### src/rtl/err_snap_pkg.sv
package err_snap_pkg;
  localparam int WORD_W = 32;
  localparam int STS_W = 12;
  localparam logic [STS_W-1:0] ERR_SRC_MASK = 12'hBEB;
  localparam int LOCK_POS = 31;

  // snapshot field positions
  localparam int BUS_DAC_POS = 28;
  localparam int BUS_CMD_LSB = 24;
  localparam int TGT_LSB = 20;
  localparam int MST_LSB = 16;
  localparam int WIN_LSB = 8;
  localparam int DMA_DAC_POS = 5;
  localparam int DMA_CMD_LSB = 0;
  localparam int FIELD_W = 4;

  typedef struct packed {
    logic trackEn;
    logic lockState;
  } ctrlStrb_t;
endpackage

### src/rtl/err_snap_ctrl.sv
module err_snap_ctrl
  import err_snap_pkg::*;
#(
  parameter logic [STS_W-1:0] SRC_MASK = ERR_SRC_MASK
) (
  input  logic             clk,
  input  logic             rstN,
  input  logic [STS_W-1:0] errEvt,
  input  logic             stsWrite,
  input  logic [STS_W-1:0] clrBits,
  output logic [STS_W-1:0] stsQ,
  output ctrlStrb_t        strb
);
  logic [STS_W-1:0] clrMask;
  logic [STS_W-1:0] newErr;
  logic [STS_W-1:0] stsNext;
  logic             lockQ;

  always_comb begin
    clrMask = stsWrite ? clrBits : '0;
    newErr  = errEvt & SRC_MASK;
    stsNext = (stsQ & ~clrMask) | newErr;
  end

  always_ff @(posedge clk or negedge rstN) begin
    if (!rstN) begin
      stsQ  <= '0;
      lockQ <= 1'b0;
    end else begin
      stsQ  <= stsNext;
      lockQ <= |stsNext;
    end
  end

  always_comb begin
    strb.trackEn   = !lockQ;
    strb.lockState = lockQ;
  end
endmodule

### src/rtl/err_snap_dp.sv
module err_snap_dp
  import err_snap_pkg::*;
(
  input  logic               clk,
  input  logic               rstN,
  input  ctrlStrb_t          strb,
  input  logic               busDac,
  input  logic [FIELD_W-1:0] busCmd,
  input  logic [FIELD_W-1:0] tgtState,
  input  logic [FIELD_W-1:0] mstState,
  input  logic [FIELD_W-1:0] winHit,
  input  logic               dmaDac,
  input  logic [FIELD_W-1:0] dmaCmd,
  output logic [WORD_W-1:0]  liveWord,
  output logic [WORD_W-1:0]  snapQ
);
  always_comb begin
    liveWord = '0;
    liveWord[BUS_DAC_POS]                     = busDac;
    liveWord[BUS_CMD_LSB +: FIELD_W]          = busCmd;
    liveWord[TGT_LSB +: FIELD_W]              = tgtState;
    liveWord[MST_LSB +: FIELD_W]              = mstState;
    liveWord[WIN_LSB +: FIELD_W]              = winHit;
    liveWord[DMA_DAC_POS]                     = dmaDac;
    liveWord[DMA_CMD_LSB +: FIELD_W]          = dmaCmd;
  end

  always_ff @(posedge clk or negedge rstN) begin
    if (!rstN)             snapQ <= '0;
    else if (strb.trackEn) snapQ <= liveWord;
  end
endmodule

### src/rtl/err_capture_lock.sv
module err_capture_lock
  import err_snap_pkg::*;
#(
  parameter logic [STS_W-1:0] SRC_MASK = ERR_SRC_MASK
) (
  input  logic        clk,
  input  logic        rstN,
  input  logic        busDac,
  input  logic [3:0]  busCmd,
  input  logic [3:0]  tgtState,
  input  logic [3:0]  mstState,
  input  logic [3:0]  winHit,
  input  logic        dmaDac,
  input  logic [3:0]  dmaCmd,
  input  logic [11:0] errEvt,
  input  logic        regWe,
  input  logic        regAddr,
  input  logic [31:0] regWdata,
  output logic [31:0] regRdata
);
  localparam int PAD_W = LOCK_POS - STS_W;

  ctrlStrb_t         strb;
  logic [STS_W-1:0]  stsQ;
  logic [WORD_W-1:0] snapQ;
  logic [WORD_W-1:0] liveWord;
  logic              stsWrite;
  logic              lockQ;

  assign stsWrite = regWe && (regAddr == 1'b0);
  assign lockQ    = strb.lockState;

  err_snap_ctrl #(.SRC_MASK(SRC_MASK)) ctrl_i (
    .clk      (clk),
    .rstN     (rstN),
    .errEvt   (errEvt),
    .stsWrite (stsWrite),
    .clrBits  (regWdata[STS_W-1:0]),
    .stsQ     (stsQ),
    .strb     (strb)
  );

  err_snap_dp dp_i (
    .clk      (clk),
    .rstN     (rstN),
    .strb     (strb),
    .busDac   (busDac),
    .busCmd   (busCmd),
    .tgtState (tgtState),
    .mstState (mstState),
    .winHit   (winHit),
    .dmaDac   (dmaDac),
    .dmaCmd   (dmaCmd),
    .liveWord (liveWord),
    .snapQ    (snapQ)
  );

  always_comb begin
    if (regAddr) regRdata = snapQ;
    else         regRdata = {lockQ, {PAD_W{1'b0}}, stsQ};
  end
endmodule


### config.mk
export PLATFORM = sky130hd
export DESIGN_NAME = err_capture_lock
export DESIGN_NICKNAME = d
export VERILOG_FILES = /design/src/rtl/err_snap_pkg.sv /design/src/rtl/err_snap_ctrl.sv /design/src/rtl/err_snap_dp.sv /design/src/rtl/err_capture_lock.sv
export SDC_FILE = /design/constraint.sdc
export NUM_CORES = 1
export LEC_CHECK = 0
export CORE_AREA = 5 5 77 79
export DETAILED_ROUTE_END_ITERATION = 10
export DIE_AREA = 0 0 82 84
export GPL_TIMING_DRIVEN = 0
export HOLD_SLACK_MARGIN = 0.08
export PLACE_DENSITY_LB_ADDON = 0.25
export SYNTH_ARGS = -nofsm -noshare
export SYNTH_HDL_FRONTEND = slang
export SYNTH_HIERARCHICAL = 1
export SYNTH_SLANG_ARGS = --single-unit
### constraint.sdc
create_clock -name clk -period 1.9 [get_ports clk]
set_input_delay 0.285 -clock clk [delete_from_list [all_inputs] [get_ports clk]]
set_output_delay 0.285 -clock clk [all_outputs]
set_load 0.05 [all_outputs]
; ---- After elaboration in Yosys (flattened, before gate mapping)
; Index checks and enable logic that the tools add are counted.
[totals]
reg_bits = 35
inputBits = 70
out_inout_bits = 32
word_cells = 11
[classes]
muxes = 2
bitwise_logic = 4
reduce_logical = 2
[op_table]
columns = operator, count
row1 = two-way mux 32 bit, 1
row2 = AND 12 bit, 1
row3 = two-way mux 12 bit, 1
row4 = inverter 12 bit, 1
row5 = bitwise OR 12 bit, 1
row6 = OR reduction 12 bit, 1
row7 = logical AND 1 bit, 1
row8 = inverter 1 bit, 1

; ---- Longest topological paths before layout
; Gate-level depths: netlist of the first run.
[logic_depth]
ltp_word = 7
ltp_mapped = 7
depth_no_buf = 5

; ---- Modules after synthesis
; Netlist of the first run, hierarchy kept.
[modules_own_cells]
columns = module, n_inst, cells_each, area_each_um2, seq_area_each_um2
row1 = err_snap_dp, 1, 89, 1139.8, 550.5
row2 = err_snap_ctrl, 1, 42, 506.7, 325.3
row3 = err_capture_lock, 1, 36, 292.8, 0.0

; ---- Worst setup path before layout of the first run
; OpenSTA, ideal clock, no wires.
[synth_timing]
kind = input port to flip-flop
start = in regAddr
end = reg ctrl_i.lockQ
setup_ps = 131
t_arrival_ps = 1781
t_required_ps = 1769
path_slack_ps = -12
cell_stages = 7
n_path_buf = 2
cell_sequence = buf_2 > nor2b_1 > buf_6 > nand2_2 > a21o_1 > or4_1 > or3_1
[synth_between]
elab_chain_len = 7
[synth_rtl]
columns = item, line
row1 = from (decl), err_capture_lock.sv:17  ; input logic regAddr,
row2 = inverter 1 bit, err_capture_lock.sv:30  ; assign stsWrite = regWe && (regAddr == 1'b0);
row3 = logical AND 1 bit, err_capture_lock.sv:30
row4 = named net stsWrite, err_capture_lock.sv:27  ; logic stsWrite;
row5 = two-way mux 12 bit, err_snap_ctrl.sv:20  ; clrMask = stsWrite ? clrBits : '0;
row6 = inverter 12 bit, err_snap_ctrl.sv:22  ; stsNext = (stsQ & ~clrMask) | newErr;
row7 = AND 12 bit, err_snap_ctrl.sv:22
row8 = bitwise OR 12 bit, err_snap_ctrl.sv:22
row9 = named net ctrl_i.stsNext[6], err_snap_ctrl.sv:16  ; logic [STS_W-1:0] stsNext;
row10 = OR reduction 12 bit, err_snap_ctrl.sv:31  ; lockQ <= |stsNext;
row11 = to (signal assigned), err_snap_ctrl.sv:31
row12 = to (decl), err_snap_ctrl.sv:17  ; logic lockQ;
; The timed path passes the listed nets, and every way through them passes these cells.
; A chain may end at the register's enable or synchronous reset.

; ---- Worst setup path after layout of the first run
; Same ends and word-level chain as after synthesis.

==> flow_summary_export.csv, run 1 <==
group,metric,value,unit
outcome,status,"finished clean",
worst_setup_path,reg2reg_to,"ctrl_i/lockQ",
worst_setup_path,cp.required,2.06,ns
timing,rsz0062_at_grt,"false",
power,power_density,607,nW/um^2
power,power.share.sequential,0.476,
die,start_util,0.322,
cts,clock_latency,0.28,ns
die,core,5270,sq um
die,die_height,84,um
cts,root_buffer,"clkbuf_8",
worst_setup_path,rrSetupSlack,0.21,ns
die,die_area,6890,sq um
power,combPwrFrac,0.187,
power,power_frac_clock,0.336,
synthesis,yosysWarnings,6,
drt,drt-wirelength-per-cell,13.1,um
cells_and_area,mostFrequentLayoutCells,"clkdlybuf4s50_1 (43), mux2_2 (35), dfrtp_1 (35)",
timing,hold_violations,0,
cts,cts.sinks,35,
drt,vias,1269,
timing,maxSlewViolCount,0,
placed_design,hpwl,2960,um
power,p_sw,0.409,mW
die,die_w,82,um
worst_setup_path,reg2reg_from,"ctrl_i/stsQ[4]",
drt,vias_per_cell,4.26,
timing,finalSetupViolations,0,
global_routing,first_global_vias,1332,
synthesis,syn_area,1700,sq um
power,p_leak,1.30,nW
drt,drt-total-wl,3900,um
die,num_rows,27,
power,switching_share,0.256,
worst_setup_path,rr_worst_depth,4,
placed_design,portBuffers,72,
cts,cts_max_level,2,
cells_and_area,final_cells,298,
global_routing,grt_start_max_net_pins,36,
power,irDropWorstVdd,333,uV
placed_design,globalplace.congestion,0.687,
timing,period_minus_slack,1.79,ns
timing,tns,0,ns
timing,fin_skew,0.00253,ns
timing,tightest_slew,0.797,ns
worst_setup_path,crit_arrival,1.95,ns
cts,clk_pin_slew,0.07,ns
synthesis,synth.avg_cell_area,12.6,sq um
global_routing,antenna_found_initial,0,
cells_and_area,nets,296,
placed_design,place_inst,288,
timing,fin_crit_sh,0.941,
worst_setup_path,worstPathMaxFanout,10,
power,p_int,1.19,mW
cts,cts_tree,"built",
cells_and_area,area_growth,54.8,%
drt,dr.first_iter.drc_count,14,
global_routing,grt_overflow_total,0,
cells_and_area,antenna_cells,0,
global_routing,grt_pass1_wl,6260,um
timing,slew_headroom,0.468,
worst_setup_path,end_kind,"register",
worst_hold_path,hold_class,"input port to async pin",
global_routing,grt_usage,0.120,
drt,final_antenna_net_count,0,
drt,drcViolationCount,0,
synthesis,synthCells,135,
cells_and_area,layout_commonest_cell,"clkdlybuf4s50_1",
worst_setup_path,worstSetupPathType,"input port to register",
die,ioPinCount,102,
job,timing.max_cap.violations,0,
cts,clock_path_buffers,2,
timing,fmax,0.559,GHz
drt,dr.pass1.iters,3,
cells_and_area,drive_gt1_frac,0.296,
cells_and_area,nFillCells,507,
cts,cts_buffers,5,
worst_setup_path,start_kind,"input port",
==> routing by layer <==
layer	GRT usage	routed length, um	up-vias
li1	-	-	615
met1	0.151	1720	591
met2	0.182	1700	59
met3	0.0594	456	4
met4	0.0272	21	0
met5	0	0	-
==> cell type report <==
| cell class | instances | area [sq um] | share of cell area |
|---|---|---|---|
| buffer | 17 | 144 | 0.0547 |
| timing repair buffer | 75 | 702 | 0.267 |
| clock buffer | 6 | 82.6 | 0.0314 |
| sequential | 35 | 876 | 0.333 |
| inverter | 1 | 3.75 | 0.00143 |
| tap | 72 | 90.1 | 0.0343 |
| clock inverter | 1 | 5.00 | 0.00190 |
| multi-input combinational | 91 | 727 | 0.276 |
==> worst max path at each step <==
stage | start | endpoint
6_report | regAddr | ctrl_i/lockQ
5_1_grt | regAddr | ctrl_i/lockQ
4_1_cts | regAddr | ctrl_i/lockQ
3_5_place_dp | regAddr | ctrl_i/lockQ
3_3_place_gp | regAddr | ctrl_i/lockQ
2_1_floorplan | regAddr | ctrl_i/lockQ
==> power groups by stage <==
stage / combinational [mW] / clock [mW] / sequential [mW]
detailed placement: 0.307 / 0 / 0.775
global placement: 0.308 / 0 / 0.774
CTS: 0.301 / 0.567 / 0.760
floorplan: 0.155 / 0 / 0.773
finish: 0.299 / 0.537 / 0.760
global route: 0.321 / 0.592 / 0.761
==> stage by stage <==
step           area [sq um]  hold WS, ns  power (mW)  setup WS [ns]   util
3_5_place_dp           2540        0.429        1.08         -0.788  0.482
2_1_floorplan          1740      -0.0106       0.928         0.0365      -
5_1_grt                2630        0.162        1.67         0.0321  0.499
6_report               2630       0.0907        1.60          0.111  0.499
4_1_cts                2620        0.117        1.63         0.0532  0.497
3_3_place_gp           2550        0.475        1.08         -0.791  0.483
==> sequential cells by signal (all words and copies together) (netlist names) <==
name          count
ctrl_i/lockQ      1
ctrl_i/stsQ      12
dp_i/snapQ       22
==> critical path, stage by stage <==
cell	delay, ns
clkbuf_4	0.16
buf_6	0.15
nor2b_4	0.13
buf_6	0.14
a21boi_2	0.06
or3_1	0.33
or3_1	0.32
or3_1	0.37
==> what timing repair did <==
action	CTS	global route
endpoints found under the setup margin	27	1
setup buffers	2	1
hold buffers	0	0
resized for setup	36	1
pin swaps	5	1
(Power assumes the default switching activity.)
==> run 2, diff against run 1 <==
--- a/config.mk
+++ b/config.mk
@@ -5,6 +5,7 @@
 export SDC_FILE = /design/constraint.sdc
 export NUM_CORES = 1
 export LEC_CHECK = 0
+export ABC_CLOCK_PERIOD_IN_PS = 1900
 export CORE_AREA = 5 5 77 79
 export DETAILED_ROUTE_END_ITERATION = 10
 export DIE_AREA = 0 0 82 84
==> results of run 2 <==
No change in the layout: final DEF, timing and power equal those of run 1.
==> run 3, diff against run 2 <==
--- a/config.mk
+++ b/config.mk
@@ -6,6 +6,7 @@
 export NUM_CORES = 1
 export LEC_CHECK = 0
 export ABC_CLOCK_PERIOD_IN_PS = 1900
+export CAP_MARGIN = 20
 export CORE_AREA = 5 5 77 79
 export DETAILED_ROUTE_END_ITERATION = 10
 export DIE_AREA = 0 0 82 84
==> results of run 3 <==
No change in the layout: final DEF, timing and power equal those of run 1.
